$ cat src/rtl/pec_pkg.sv
package pec_pkg;
   localparam int CAUSE_W = 4;
   localparam int N_PIPE  = 4;   // pipeline registers: IF/ID, ID/EX, EX/MEM, MEM/WB

   typedef logic [CAUSE_W-1:0] cause_t;

   localparam cause_t C_NONE  = 4'd0;
   localparam cause_t C_IPF   = 4'd1;
   localparam cause_t C_IMIS  = 4'd2;
   localparam cause_t C_IPROT = 4'd3;
   localparam cause_t C_ILL   = 4'd4;
   localparam cause_t C_OVF   = 4'd5;
   localparam cause_t C_DPF   = 4'd6;
   localparam cause_t C_DMIS  = 4'd7;
   localparam cause_t C_DPROT = 4'd8;
   localparam cause_t C_IRQ   = 4'd9;
endpackage

$ cat src/rtl/pec_stage_reg.sv
module pec_stage_reg
   import pec_pkg::*;
#(
   parameter int PC_W = 32
) (
   input  logic            clk,
   input  logic            rst_n,
   input  logic            flush_i,
   input  logic            valid_i,
   input  logic [PC_W-1:0] pc_i,
   input  cause_t          rec_i,
   input  cause_t          raise_i,
   input  logic            irq_att_i,
   output cause_t          merged_o,
   output logic            valid_q,
   output logic [PC_W-1:0] pc_q,
   output cause_t          cause_q
);
   // oldest recorded cause wins, then this stage's fault, then an interrupt
   always_comb begin
      merged_o = C_NONE;
      if (valid_i) begin
         if (rec_i != C_NONE)        merged_o = rec_i;
         else if (raise_i != C_NONE) merged_o = raise_i;
         else if (irq_att_i)         merged_o = C_IRQ;
      end
   end

   always_ff @(posedge clk) begin
      if (!rst_n) begin
         valid_q <= 1'b0;
         pc_q    <= '0;
         cause_q <= C_NONE;
      end else begin
         valid_q <= valid_i & ~flush_i;
         pc_q    <= pc_i;
         cause_q <= (valid_i & ~flush_i) ? merged_o : C_NONE;
      end
   end

   // a cause recorded upstream survives the hop unchanged
   a_r4_first_cause_kept: assert property (@(posedge clk) disable iff (!rst_n)
      (valid_i && !flush_i && rec_i != C_NONE) |=> (valid_q && cause_q == $past(rec_i)));
endmodule

$ cat src/rtl/pec_irq_sel.sv
module pec_irq_sel #(
   parameter int N = 4
) (
   input  logic         clk,
   input  logic         rst_n,
   input  logic         irq_i,
   input  logic         block_i,
   input  logic [N-1:0] valid_i,
   input  logic [N-1:0] free_i,
   output logic [N-1:0] att_o
);
   localparam int IDX_W = (N > 1) ? $clog2(N) : 1;

   logic [IDX_W-1:0] oldest;
   logic             found;

   // higher index = further down the pipe = older
   always_comb begin
      oldest = '0;
      found  = 1'b0;
      for (int i = 0; i < N; i++) begin
         if (valid_i[i]) begin
            oldest = IDX_W'(i);
            found  = 1'b1;
         end
      end
      att_o = '0;
      if (irq_i && !block_i && found && free_i[oldest]) att_o[oldest] = 1'b1;
   end

   // an interrupt lands on at most one instruction
   a_r9_single_target: assert property (@(posedge clk) disable iff (!rst_n)
      $onehot0(att_o));
endmodule

$ cat src/rtl/pec_trap_ctrl.sv
module pec_trap_ctrl
   import pec_pkg::*;
#(
   parameter int              PC_W       = 32,
   parameter logic [PC_W-1:0] HANDLER_PC = '0
) (
   input  logic            clk,
   input  logic            rst_n,
   input  logic            wb_valid_i,
   input  logic [PC_W-1:0] wb_pc_i,
   input  cause_t          wb_cause_i,
   output logic            trap_o,
   output logic            commit_o,
   output logic [PC_W-1:0] commit_pc_o,
   output logic            redirect_o,
   output logic [PC_W-1:0] redirect_pc_o,
   output logic [PC_W-1:0] epc_o,
   output cause_t          cause_o
);
   assign trap_o        = wb_valid_i && (wb_cause_i != C_NONE);
   assign commit_o      = wb_valid_i && (wb_cause_i == C_NONE);
   assign commit_pc_o   = wb_pc_i;
   assign redirect_pc_o = HANDLER_PC;

   always_ff @(posedge clk) begin
      if (!rst_n) begin
         epc_o      <= '0;
         cause_o    <= C_NONE;
         redirect_o <= 1'b0;
      end else begin
         redirect_o <= trap_o;
         if (trap_o) begin
            epc_o   <= wb_pc_i;
            cause_o <= wb_cause_i;
         end
      end
   end

   // fetch is steered away in the cycle after every trap
   a_r7_redirect_follows: assert property (@(posedge clk) disable iff (!rst_n)
      trap_o |=> redirect_o);
   // saved state only moves on a trap
   a_r10_epc_hold: assert property (@(posedge clk) disable iff (!rst_n)
      !trap_o |=> ($stable(epc_o) && $stable(cause_o)));
   // the pipe is empty while fetch restarts
   a_r6_no_commit_on_redirect: assert property (@(posedge clk) disable iff (!rst_n)
      redirect_o |-> !commit_o);
endmodule

$ cat src/rtl/pec_commit_unit.sv
module pec_commit_unit
   import pec_pkg::*;
#(
   parameter int              PC_W       = 32,
   parameter logic [PC_W-1:0] HANDLER_PC = 32'h0000_0180
) (
   input  logic            clk,
   input  logic            rst_n,
   input  logic            fetch_valid_i,
   input  logic [PC_W-1:0] fetch_pc_i,
   input  logic [3:0]      if_exc_i,
   input  logic [3:0]      id_exc_i,
   input  logic [3:0]      ex_exc_i,
   input  logic [3:0]      mem_exc_i,
   input  logic            irq_i,
   output logic            commit_o,
   output logic [PC_W-1:0] commit_pc_o,
   output logic            mem_store_ok_o,
   output logic            flush_o,
   output logic            redirect_o,
   output logic [PC_W-1:0] redirect_pc_o,
   output logic [PC_W-1:0] epc_o,
   output logic [3:0]      cause_o
);
   localparam int N_ST  = N_PIPE + 1;   // IF..WB
   localparam int MEM_S = N_PIPE - 1;

   if (PC_W < 8) begin : g_bad_pcw
      $error("pec_commit_unit: PC_W too small");
   end
   if (HANDLER_PC[1:0] != 2'b00) begin : g_bad_handler
      $error("pec_commit_unit: handler address must be word aligned");
   end
   if (CAUSE_W != 4) begin : g_bad_cw
      $error("pec_commit_unit: cause width must match port width");
   end

   logic            stg_v   [N_ST];
   logic [PC_W-1:0] stg_pc  [N_ST];
   cause_t          stg_rec [N_ST];
   cause_t          raise   [N_PIPE];
   cause_t          merged  [N_PIPE];
   logic [N_PIPE-1:0] valid_v, free_v, att_v;
   logic            trap;

   assign raise[0] = if_exc_i;
   assign raise[1] = id_exc_i;
   assign raise[2] = ex_exc_i;
   assign raise[3] = mem_exc_i;

   // fetch input is dropped during the trap cycle and the redirect cycle
   assign stg_v[0]   = fetch_valid_i & ~trap & ~redirect_o;
   assign stg_pc[0]  = fetch_pc_i;
   assign stg_rec[0] = C_NONE;

   always_comb begin
      for (int s = 0; s < N_PIPE; s++) begin
         valid_v[s] = stg_v[s] & ~trap;
         free_v[s]  = (stg_rec[s] == C_NONE) && (raise[s] == C_NONE);
      end
   end

   pec_irq_sel #(.N(N_PIPE)) irq_sel_i (
      .clk     (clk),
      .rst_n   (rst_n),
      .irq_i   (irq_i),
      .block_i (trap),
      .valid_i (valid_v),
      .free_i  (free_v),
      .att_o   (att_v)
   );

   for (genvar s = 0; s < N_PIPE; s++) begin : g_stage
      pec_stage_reg #(.PC_W(PC_W)) stage_i (
         .clk       (clk),
         .rst_n     (rst_n),
         .flush_i   (trap),
         .valid_i   (stg_v[s]),
         .pc_i      (stg_pc[s]),
         .rec_i     (stg_rec[s]),
         .raise_i   (raise[s]),
         .irq_att_i (att_v[s]),
         .merged_o  (merged[s]),
         .valid_q   (stg_v[s+1]),
         .pc_q      (stg_pc[s+1]),
         .cause_q   (stg_rec[s+1])
      );
   end

   pec_trap_ctrl #(.PC_W(PC_W), .HANDLER_PC(HANDLER_PC)) trap_i (
      .clk           (clk),
      .rst_n         (rst_n),
      .wb_valid_i    (stg_v[N_PIPE]),
      .wb_pc_i       (stg_pc[N_PIPE]),
      .wb_cause_i    (stg_rec[N_PIPE]),
      .trap_o        (trap),
      .commit_o      (commit_o),
      .commit_pc_o   (commit_pc_o),
      .redirect_o    (redirect_o),
      .redirect_pc_o (redirect_pc_o),
      .epc_o         (epc_o),
      .cause_o       (cause_o)
   );

   assign flush_o        = trap;
   assign mem_store_ok_o = stg_v[MEM_S] && (merged[MEM_S] == C_NONE) && !trap;

   // a trap leaves every pipeline register empty
   a_r6_stages_cleared: assert property (@(posedge clk) disable iff (!rst_n)
      flush_o |=> (!stg_v[1] && !stg_v[2] && !stg_v[3] && !stg_v[4]));
   // an allowed store belongs to an instruction that then retires
   a_r8_store_then_commit: assert property (@(posedge clk) disable iff (!rst_n)
      mem_store_ok_o |=> commit_o);
endmodule

$ cat config.mk
export PLATFORM = sky130hd
export DESIGN_NAME = pec_commit_unit
export DESIGN_NICKNAME = d
export VERILOG_FILES = /design/src/rtl/pec_pkg.sv /design/src/rtl/pec_stage_reg.sv /design/src/rtl/pec_irq_sel.sv /design/src/rtl/pec_trap_ctrl.sv /design/src/rtl/pec_commit_unit.sv
export SDC_FILE = /design/constraint.sdc
export NUM_CORES = 1
export LEC_CHECK = 0
export CAP_MARGIN = 40
export CORE_UTILIZATION = 53
export CTS_CLUSTER_DIAMETER = 100
export DETAILED_ROUTE_END_ITERATION = 10
export DONT_BUFFER_PORTS = 1
export PLACE_DENSITY_LB_ADDON = 0.1
export RECOVER_POWER = 25
export SYNTH_ARGS = -nofsm -noshare
export SYNTH_HDL_FRONTEND = slang
export SYNTH_SLANG_ARGS = --single-unit
$ cat constraint.sdc
create_clock -name clk -period 1.6 [get_ports clk]
set_input_delay 0.24 -clock clk [delete_from_list [all_inputs] [get_ports clk]]
set_output_delay 0.24 -clock clk [all_outputs]
set_load 0.05 [all_outputs]
==> results_dict.tcl, run 1 <==
set metrics [dict create \
    status "finished, violations left" \
    cts_hold_buf 104 \
    grt_pass1_vias 3692 \
    syn2layout_area_growth_pct 30.4 \
    synth_edf_count 0 \
    grt_max_degree 115 \
    drv_cap 0 \
    portBuffers 0 \
    ys_ff_latch 185 \
    synth_ff_type "dfxtp_1" \
    max_freq_mhz 462 \
    p_leak_nw 3.17 \
    layout-drive-gt1-share_pct 8.28 \
    crit_required_ps 1360 \
    tritoncts "yes" \
    tightest_slew_ps 568 \
    grt_pass1_wl_mm 17.1 \
    top_usage_layer "met2" \
    hpwlAfterDp_mm 5.72 \
    setup_ws_ps -566 \
    wl_per_cell_um 13.1 \
    cts_buffer_depth 2 \
    async_flop_share_pct 0 \
    worstSkewPairLatency_ps 530 \
    ant_nets 0 \
    io_pins 156 \
    die_area_mm2 0.0114 \
    clock-root-buffer "clkbuf_8" \
    relSlewSlack_pct 62.1 \
    place_congestion 0.797 \
    numCtsBuffers 17 \
    cts.sinks 185 \
    violations "negative hold slack, negative setup slack" \
    vias_per_cell 4.70 \
    finalClockSkew_ps 7.81 \
    hp-start "mem_exc_i[2]" \
    peakVddDrop_v 0.000807 \
    met1_usage_pct 19.8 \
    finalCritPeriodShare_pct 135 \
    setup_violations 7 \
    die_x_um 107 \
    seqCellArea_mm2 0.00371 \
    synth_area_per_cell_um2 10.5 \
    synth_warnings 0 \
    layout_commonest_cell "dfxtp_1" \
    cp_max_fo 3 \
    num_rows 37 \
    placed_area_mm2 0.00587 \
    timing.rr.start "g_stage[3].stage_i.cause_q[2]$_SDFF_PN0_" \
    fin_area_mm2 0.00758 \
    hold_class "input pin to flop" \
    antenna_found_initial 0 \
    rsz0062_at_grt "true" \
    ys_types 29 \
    power.density_mw_per_mm2 1240 \
    final_net_count 715 \
    start_util_pct 55.6 \
    firstDrtPassIters 4 \
    crit_type "flop to primary output" \
    grtUsageTotal_pct 19.8 \
    drcViolationCount 0 \
    crit_start "g_stage[3].stage_i.cause_q[2]$_SDFF_PN0_" \
    start_kind "flop" \
    drt_iter0_markers 140 \
    total_power_w 0.00938 \
    multi_input_area_mm2 0.00190 \
    maxSlewViolCount 0 \
    clk_pin_slew_ps 60 \
    antennaDiodeCount 0 \
    htreeDepth 4 \
    fin_util_pct 72.5 \
    synthCells 553 \
    seq_area_frac_synth_pct 63.7 \
    routed-via-count 3818 \
    core_mm2 0.0105 \
    syn-cell-area_mm2 0.00581 \
    gr-usage-met3_pct 7.84 \
    final_cell_mix "dfxtp_1, and2_1, dlygate4sd3_1" \
    fp.dieH_um 107 \
    routed_wl_mm 10.7 \
    use_met2_pct 35.1 \
    critPathCaptureType "primary output" \
    crit_arrival_ps 1930 \
    nFillCells 743 \
    hold_ws_ps -86.5 \
    hold_viol 2 \
    min_period_ps 2170 \
    overflow 0 \
]
## worst max-delay path, stage by stage (launching register included)
cell	delay, ps
dfxtp_4	350
o41ai_4	390
inv_2	110
nor4_4	230
and3_4	320
## per-stage QoR
step / setup WS (ps) / instances / setup TNS [ps]
3_3_place_gp: -19.3 / 675 / -19.3
3_5_place_dp: -150 / 675 / -2570
5_1_grt: -647 / 812 / -2780
6_report: -566 / 812 / -1210
2_1_floorplan: -131 / 583 / -816
4_1_cts: -596 / 811 / -1740
## flip-flops by register name, summed over array words and instances, names as in the netlist
name / count
g_stage.stage_i.pc_q: 128
trap_i.epc_o: 32
g_stage.stage_i.cause_q: 16
g_stage.stage_i.valid_q: 4
trap_i.cause_o: 4
trap_i.redirect_o: 1
## worst paths after layout
kind                                                   end  slack, ps  cells past startpoint
setup / recovery                            mem_store_ok_o       -570                      4
setup reg to reg  g_stage[1].stage_i.cause_q[3]$_SDFF_PN0_        -50                      5
hold reg to reg      g_stage[2].stage_i.pc_q[1]$_SDFF_PN0_        430                      1
hold / removal    g_stage[3].stage_i.cause_q[0]$_SDFF_PN0_        -90                      3
## synth_stat cells, drive strengths merged (3+ instances only)
cell | instances | area [um2]
dfxtp | 185 | 3700
a21boi | 33 | 248
a21oi | 11 | 55.1
nor3 | 3 | 15.0
a31oi | 3 | 18.8
buf | 33 | 245
nand3 | 5 | 25.0
nor4 | 7 | 43.8
and3 | 3 | 18.8
a22oi | 3 | 22.5
inv | 8 | 30.0
nor2b | 5 | 31.3
nor2 | 15 | 56.3
and2 | 132 | 826
nand2 | 68 | 255
clkbuf | 24 | 90.1
## repair_timing
item,4_1_cts,5_1_grt
setup buffers,0,2
hold endpoints to repair,185,2
pin swaps,4,4
resized for setup,9,8
endpoints found under the setup margin,31,34
## report_power, final
part           switching [W]  total [W]  internal, W  leakage (nW)
combinational       0.000296   0.000550     0.000254          1.38
clock                0.00166    0.00402      0.00236         0.275
sequential         0.0000841    0.00481      0.00473          1.51
total                0.00204    0.00938      0.00734          3.17
## kinds of logic (layout without fill, tap and decap cells)
| family | count (synthesis) | in the layout | synth area share [%] |
|---|---|---|---|
| buffers and inverters | 65 | 158 | 6.28 |
| DFF | 185 | 185 | 63.7 |
| other | 2 | 32 | 0.129 |
| AOI/OAI and AO/OA | 58 | 58 | 7.34 |
| and+or+nand+nor | 243 | 243 | 22.5 |
## per-layer routing
layer / share of wire [%] / vias up
li1: - / 1912
met5: 0 / -
met4: 2.7 / 0
met1: 40 / 1763
met3: 6.6 / 28
met2: 51 / 115
## area by class of cell
class | instances | share of cell area [%]
sequential | 185 | 48.9
multi-input combinational | 333 | 25.1
timing repair buffer | 118 | 15.7
clock buffer | 23 | 6.16
tap | 136 | 2.24
clock inverter | 9 | 1.50
inverter | 8 | 0.396
Note: power is estimated with default switching activity, not from simulation.
==> run 2, diff against run 1 <==
clock period = 1.96 ns   (was 1.6 ns; I/O delays follow)
==> run 2 against run 1 <==
The flow still finishes with violations (negative hold slack, negative setup slack). Global-route usage shrank 1.4 points. First-iteration DRC count grew 11%. Setup slack better by 290 ps. Combinational power down 25%.
==> results_dict.tcl, run 2 (synthesis results as in run 1) <==
set metrics [dict create \
    htreeDepth 4 \
    top_layer "met4" \
    seqCellArea_mm2 0.00371 \
    hp-start "mem_exc_i[2]" \
    core_mm2 0.0105 \
    num_rows 37 \
    final_net_count 676 \
    stdcell_count 773 \
    maxSlewViolCount 0 \
    peakVddDrop_v 0.000783 \
    overflow 0 \
    start_util_pct 55.6 \
    firstDrtPassIters 4 \
    nFillCells 795 \
    antennaDiodeCount 0 \
    largest_reg_flops 128 \
    fp.dieH_um 107 \
    placed_area_mm2 0.00579 \
    wl_per_cell_um 13.0 \
    max_freq_mhz 448 \
    finalCritPeriodShare_pct 114 \
    grt_max_degree 148 \
    routed-via-count 3570 \
    relSlewSlack_pct 55.3 \
    crit_required_ps 1670 \
    grt_pass1_wl_mm 15.9 \
    reg2reg_depth 7 \
    cts.sinks 185 \
    timing.rr.start "g_stage[3].stage_i.cause_q[2]$_SDFF_PN0_" \
    drv_cap 0 \
    worst_hold_path.endpoint "g_stage[3].stage_i.cause_q[0]$_SDFF_PN0_" \
    met3_length_um 630 \
    r2r_end "g_stage[1].stage_i.cause_q[3]$_SDFF_PN0_" \
    min_period_ps 2230 \
    cts_hold_buf 72 \
    setup_ws_ps -272 \
    vias_per_cell 4.62 \
    drcViolationCount 0 \
    fin_util_pct 68.6 \
    reg_top3 "g_stage.stage_i.pc_q x128, trap_i.epc_o x32, g_stage.stage_i.cause_q x16" \
    setup_violations 2 \
    numCtsBuffers 17 \
    ant_nets 0 \
    io_pins 156 \
    status "finished, violations left" \
    worstSkewPairLatency_ps 520 \
    rsz0062_at_grt "true" \
    holdPathStages 3 \
    hold_class "input pin to flop" \
    grtUsageTotal_pct 18.3 \
    violations "negative hold slack, negative setup slack" \
    clk_pin_slew_ps 60 \
    largest-register "g_stage.stage_i.pc_q" \
    m1WireLength_mm 4.12 \
    cp_max_fo 3 \
    routed_wl_mm 10.0 \
    syn2layout_area_growth_pct 23.5 \
    grt_pass1_vias 3374 \
    pre_cts_slack_ps 93.4 \
    hold_viol 1 \
    place_congestion 0.809 \
    portBuffers 0 \
    ff2ff_setup_slack_ps 130 \
    hpwlAfterDp_mm 5.62 \
    antenna_found_initial 0 \
    tightest_slew_ps 664 \
    die_area_mm2 0.0114 \
    layout-drive-gt1-share_pct 8.16 \
    hold_ws_ps -18.9 \
    crit_arrival_ps 1940 \
    p_leak_nw 2.93 \
    tritoncts "yes" \
    clock-root-buffer "clkbuf_8" \
    cts_buffer_depth 2 \
    power.density_mw_per_mm2 1050 \
    finalClockSkew_ps 5.75 \
    wl_met2_mm 5.04 \
    dpl.cell_count 666 \
    drt_iter0_markers 155 \
    fin_area_mm2 0.00718 \
    start_kind "flop" \
    die_x_um 107 \
    multi_input_area_mm2 0.00189 \
    layout_commonest_cell "dfxtp_1" \
    critPathCaptureType "primary output" \
    final_cell_mix "dfxtp_1, and2_1, dlygate4sd3_1" \
    crit_type "flop to primary output" \
]
==> run 2: cell count changes in the layout (fill, tap and decap cells not counted), sizes merged <==
| cell | before | now |
|---|---|---|
| buf | 15 | 8 |
| clkbuf | 23 | 19 |
| clkinv | 2 | 9 |
| clkinvlp | 3 | 1 |
| dlygate4sd3 | 103 | 71 |
| inv | 10 | 9 |
==> run 2: how the worst max path moves through the flow <==
stage / to / cells past startpoint / startpoint
2_1_floorplan: mem_store_ok_o / 4 / g_stage[3].stage_i.cause_q[3]$_SDFF_PN0_
6_report: mem_store_ok_o / 4 / g_stage[3].stage_i.cause_q[2]$_SDFF_PN0_
5_1_grt: mem_store_ok_o / 4 / g_stage[3].stage_i.cause_q[2]$_SDFF_PN0_
3_3_place_gp: g_stage[1].stage_i.cause_q[0]$_SDFF_PN0_ / 5 / g_stage[3].stage_i.cause_q[3]$_SDFF_PN0_
4_1_cts: mem_store_ok_o / 4 / g_stage[3].stage_i.cause_q[2]$_SDFF_PN0_
3_5_place_dp: g_stage[1].stage_i.cause_q[3]$_SDFF_PN0_ / 5 / g_stage[3].stage_i.cause_q[3]$_SDFF_PN0_
==> run 2: repair_timing <==
item / in CTS / in global routing
resized for setup: 8 / 8
pin swaps: 2 / 0
endpoints found under the setup margin: 2 / 10
hold endpoints to repair: 185 / 1
buffers inserted: 1 / 2
==> run 2: worst max-delay path: stages, from the launching register on <==
cell	delay, ps
dfxtp_2	340
o41ai_4	390
inv_2	110
nor4_4	250
and3_4	320
==> run 2: metrics by stage <==
| stage | setup TNS [ps] | total power, W |
|---|---|---|
| final | -326 | 0.00754 |
| after global placement | 0 | 0.00426 |
| after floorplan | 0 | 0.00432 |
| after CTS | -327 | 0.00762 |
| after global routing | -466 | 0.00783 |
| after detailed placement | 0 | 0.00427 |
==> run 2: layer usage <==
metal	up-vias	global-route usage [%]
met5	-	0
met2	111	31.4
met3	23	6.99
met1	1609	19.5
met4	0	9.69
li1	1827	-
==> run 2: layout make-up <==
type	count	share of cell area [%]
Clock buffer	19	6.15
Clock inverter	13	1.74
Inverter	8	0.418
Multi-Input combinational cell	333	26.4
Sequential cell	185	51.6
Tap cell	136	2.37
Timing Repair Buffer	79	11.3
==> run 2: where the power goes <==
part	internal, W	switching [W]	total, W
sequential	0.00386	0.0000699	0.00393
combinational	0.000176	0.000237	0.000414
clock	0.00187	0.00133	0.00319
total	0.00590	0.00163	0.00754
==> run 3, diff against run 2 <==
--- a/config.mk
+++ b/config.mk
@@ -8,2 +8,3 @@
 export CAP_MARGIN = 40
+export CORE_MARGIN = 2
 export CORE_UTILIZATION = 53
==> constraint.sdc (replaced) <==
create_clock -name clk -period 1.96 [get_ports clk]
set_input_delay 0.196 -clock clk [delete_from_list [all_inputs] [get_ports clk]]
set_output_delay 0.196 -clock clk [all_outputs]
set_load 0.005 [all_outputs]
==> run 3 against run 2 <==
The flow finishes with violations (negative setup slack). Die area rose by 3.8%. Worst hold slack improved by 59 ps. Register-to-register slack got worse by 140 ps. Wire length fell by 0.19%. Cell count rose by 0.91%. Final area fell by 0.38%. Global-route usage fell by 0.98 points. Setup slack improved by 220 ps. Combinational power fell by 28%. Critical endpoint unchanged. Clock skew rose by 0.58 ps. First-iteration DRC count rose by 70%. Sequential power fell by 1%.
==> results_dict.tcl, run 3 (synthesis results as in run 1) <==
set metrics [dict create \
    status "finished, violations left" \
    violations "negative setup slack" \
    critPathCaptureType "primary output" \
    top_usage_layer "met2" \
    setup_ws_ps -54.5 \
    r2r_end "g_stage[3].stage_i.cause_q[0]$_SDFF_PN0_" \
    layout_commonest_cell "dfxtp_1" \
    routed-via-count 3627 \
    fp.dieH_um 109 \
    layout-drive-gt1-share_pct 7.03 \
    critical-path-top-delay-family "simple AND/OR/NAND/NOR gates" \
    antenna_found_initial 0 \
    reg_top3 "g_stage.stage_i.pc_q x128, trap_i.epc_o x32, g_stage.stage_i.cause_q x16" \
    cp_slowest_stage_delay_ps 380 \
    hp-start "mem_exc_i[0]" \
    peakVddDrop_v 0.000614 \
    ff2ff_setup_slack_ps -10 \
    start_util_pct 53.9 \
    setup_violations 2 \
    crit_type "flop to primary output" \
    htreeDepth 4 \
    portBuffers 0 \
    antennaDiodeCount 0 \
    total_power_w 0.00720 \
    grtUsageTotal_pct 17.4 \
    hold_class "input pin to flop" \
    drv_cap 0 \
    overflow 0 \
    worst_hold_path.endpoint "g_stage[3].stage_i.cause_q[3]$_SDFF_PN0_" \
    crit_required_ps 1760 \
    holdPathStages 3 \
    stdcell_count 780 \
    worstSkewPairLatency_ps 510 \
    hpwlAfterDp_mm 5.77 \
    largest-register "g_stage.stage_i.pc_q" \
    die_x_um 109 \
    timing.rr.start "g_stage[3].stage_i.cause_q[0]$_SDFF_PN0_" \
    tightest_slew_ps 780 \
    final_net_count 679 \
    ant_nets 0 \
    finalCritPeriodShare_pct 103 \
    place_congestion 0.827 \
    grt_pass1_wl_mm 15.8 \
    nFillCells 839 \
    grt_max_degree 147 \
    syn2layout_area_growth_pct 23.0 \
    power.density_mw_per_mm2 1010 \
    met1_usage_pct 19.5 \
    io_pins 156 \
    drcViolationCount 0 \
    use_met2_pct 29.2 \
    hold_ws_ps 40.2 \
    num_rows 38 \
    core_mm2 0.0108 \
    rsz0062_at_grt "true" \
    p_leak_nw 2.89 \
    hold_viol 0 \
    wl_per_cell_um 12.8 \
    clk_pin_slew_ps 60 \
    gr-usage-met3_pct 5.44 \
    numCtsBuffers 17 \
    start_kind "flop" \
    largest_reg_flops 128 \
    die_area_mm2 0.0118 \
    finalClockSkew_ps 6.33 \
    grt_pass1_vias 3397 \
    tritoncts "yes" \
    dpl.cell_count 670 \
    maxSlewViolCount 0 \
    critPathSlowestCell "o41ai_4" \
    max_freq_mhz 496 \
    cts_buffer_depth 2 \
    vias_per_cell 4.65 \
    cp_num_buf_inv 1 \
    final_cell_mix "dfxtp_1, and2_1, dlygate4sd3_1" \
    firstDrtPassIters 7 \
    relSlewSlack_pct 47.5 \
    min_period_ps 2010 \
    crit_arrival_ps 1820 \
    clock-root-buffer "clkbuf_8" \
    drt_iter0_markers 264 \
    reg2reg_depth 6 \
    routed_wl_mm 10.0 \
    cp_max_fo 3 \
    crit_cells 4 \
    path_cells "o41ai_4, inv_2, nor4_4, and3_1" \
    cts.sinks 185 \
]
run 3: how the worst max path moves through the flow:
stage,start,to
global placement,g_stage[3].stage_i.cause_q[3]$_SDFF_PN0_,g_stage[1].stage_i.cause_q[3]$_SDFF_PN0_
floorplan,g_stage[3].stage_i.cause_q[3]$_SDFF_PN0_,mem_store_ok_o
detailed placement,g_stage[3].stage_i.cause_q[3]$_SDFF_PN0_,g_stage[1].stage_i.cause_q[0]$_SDFF_PN0_
global route,g_stage[3].stage_i.cause_q[3]$_SDFF_PN0_,mem_store_ok_o
CTS,g_stage[3].stage_i.cause_q[2]$_SDFF_PN0_,mem_store_ok_o
finish,g_stage[3].stage_i.cause_q[0]$_SDFF_PN0_,mem_store_ok_o
run 3: tightest hold or removal path: cells and delay by family:
kind / cells / cell delay (ps)
AND/OR/NAND/NOR: 1 / 170
buffers and inverters: 1 / 40
AO/OA/AOI/OAI: 1 / 100
run 3: layout make-up:
cell class	count	area, um2	share of cell area [%]
inverters	8	30.0	0.420
clock inverters	8	63.8	0.892
clock buffers	24	470	6.58
multi-input cells	333	1880	26.3
well taps	140	175	2.45
flip-flops and latches	185	3710	51.8
repair buffers	82	825	11.5
run 3: repair_timing:
item,4_1_cts,5_1_grt
resized for setup,3,5
hold buffers,75,0
pin swaps,2,2
setup endpoints to repair,1,3
endpoints found under the hold margin,185,0
setup buffers,2,1
run 3: metal layers:
layer	wire length [um]	part of all wire [%]	up-vias
li1	-	-	1834
met1	4200	42	1638
met2	4890	49	131
met3	693	6.9	24
met4	224	2.2	0
met5	0	0	-
run 3: stage by stage:
step	instance area (um2)	TNS (ps)	utilization (%)	setup slack, ps
2_1_floorplan	5930	0	-	370
3_3_place_gp	5800	0	53.7	421
3_5_place_dp	5800	0	53.7	350
4_1_cts	7130	-59.6	66.1	-59.6
5_1_grt	7150	-198	66.3	-118
6_report	7150	-62.5	66.3	-54.5
run 3: where the power goes:
part	leakage [nW]	switching, W	internal [W]	total, W
clock	0.244	0.00134	0.00167	0.00301
sequential	1.51	0.0000328	0.00386	0.00389
combinational	1.14	0.000120	0.000178	0.000297
total	2.89	0.00149	0.00571	0.00720
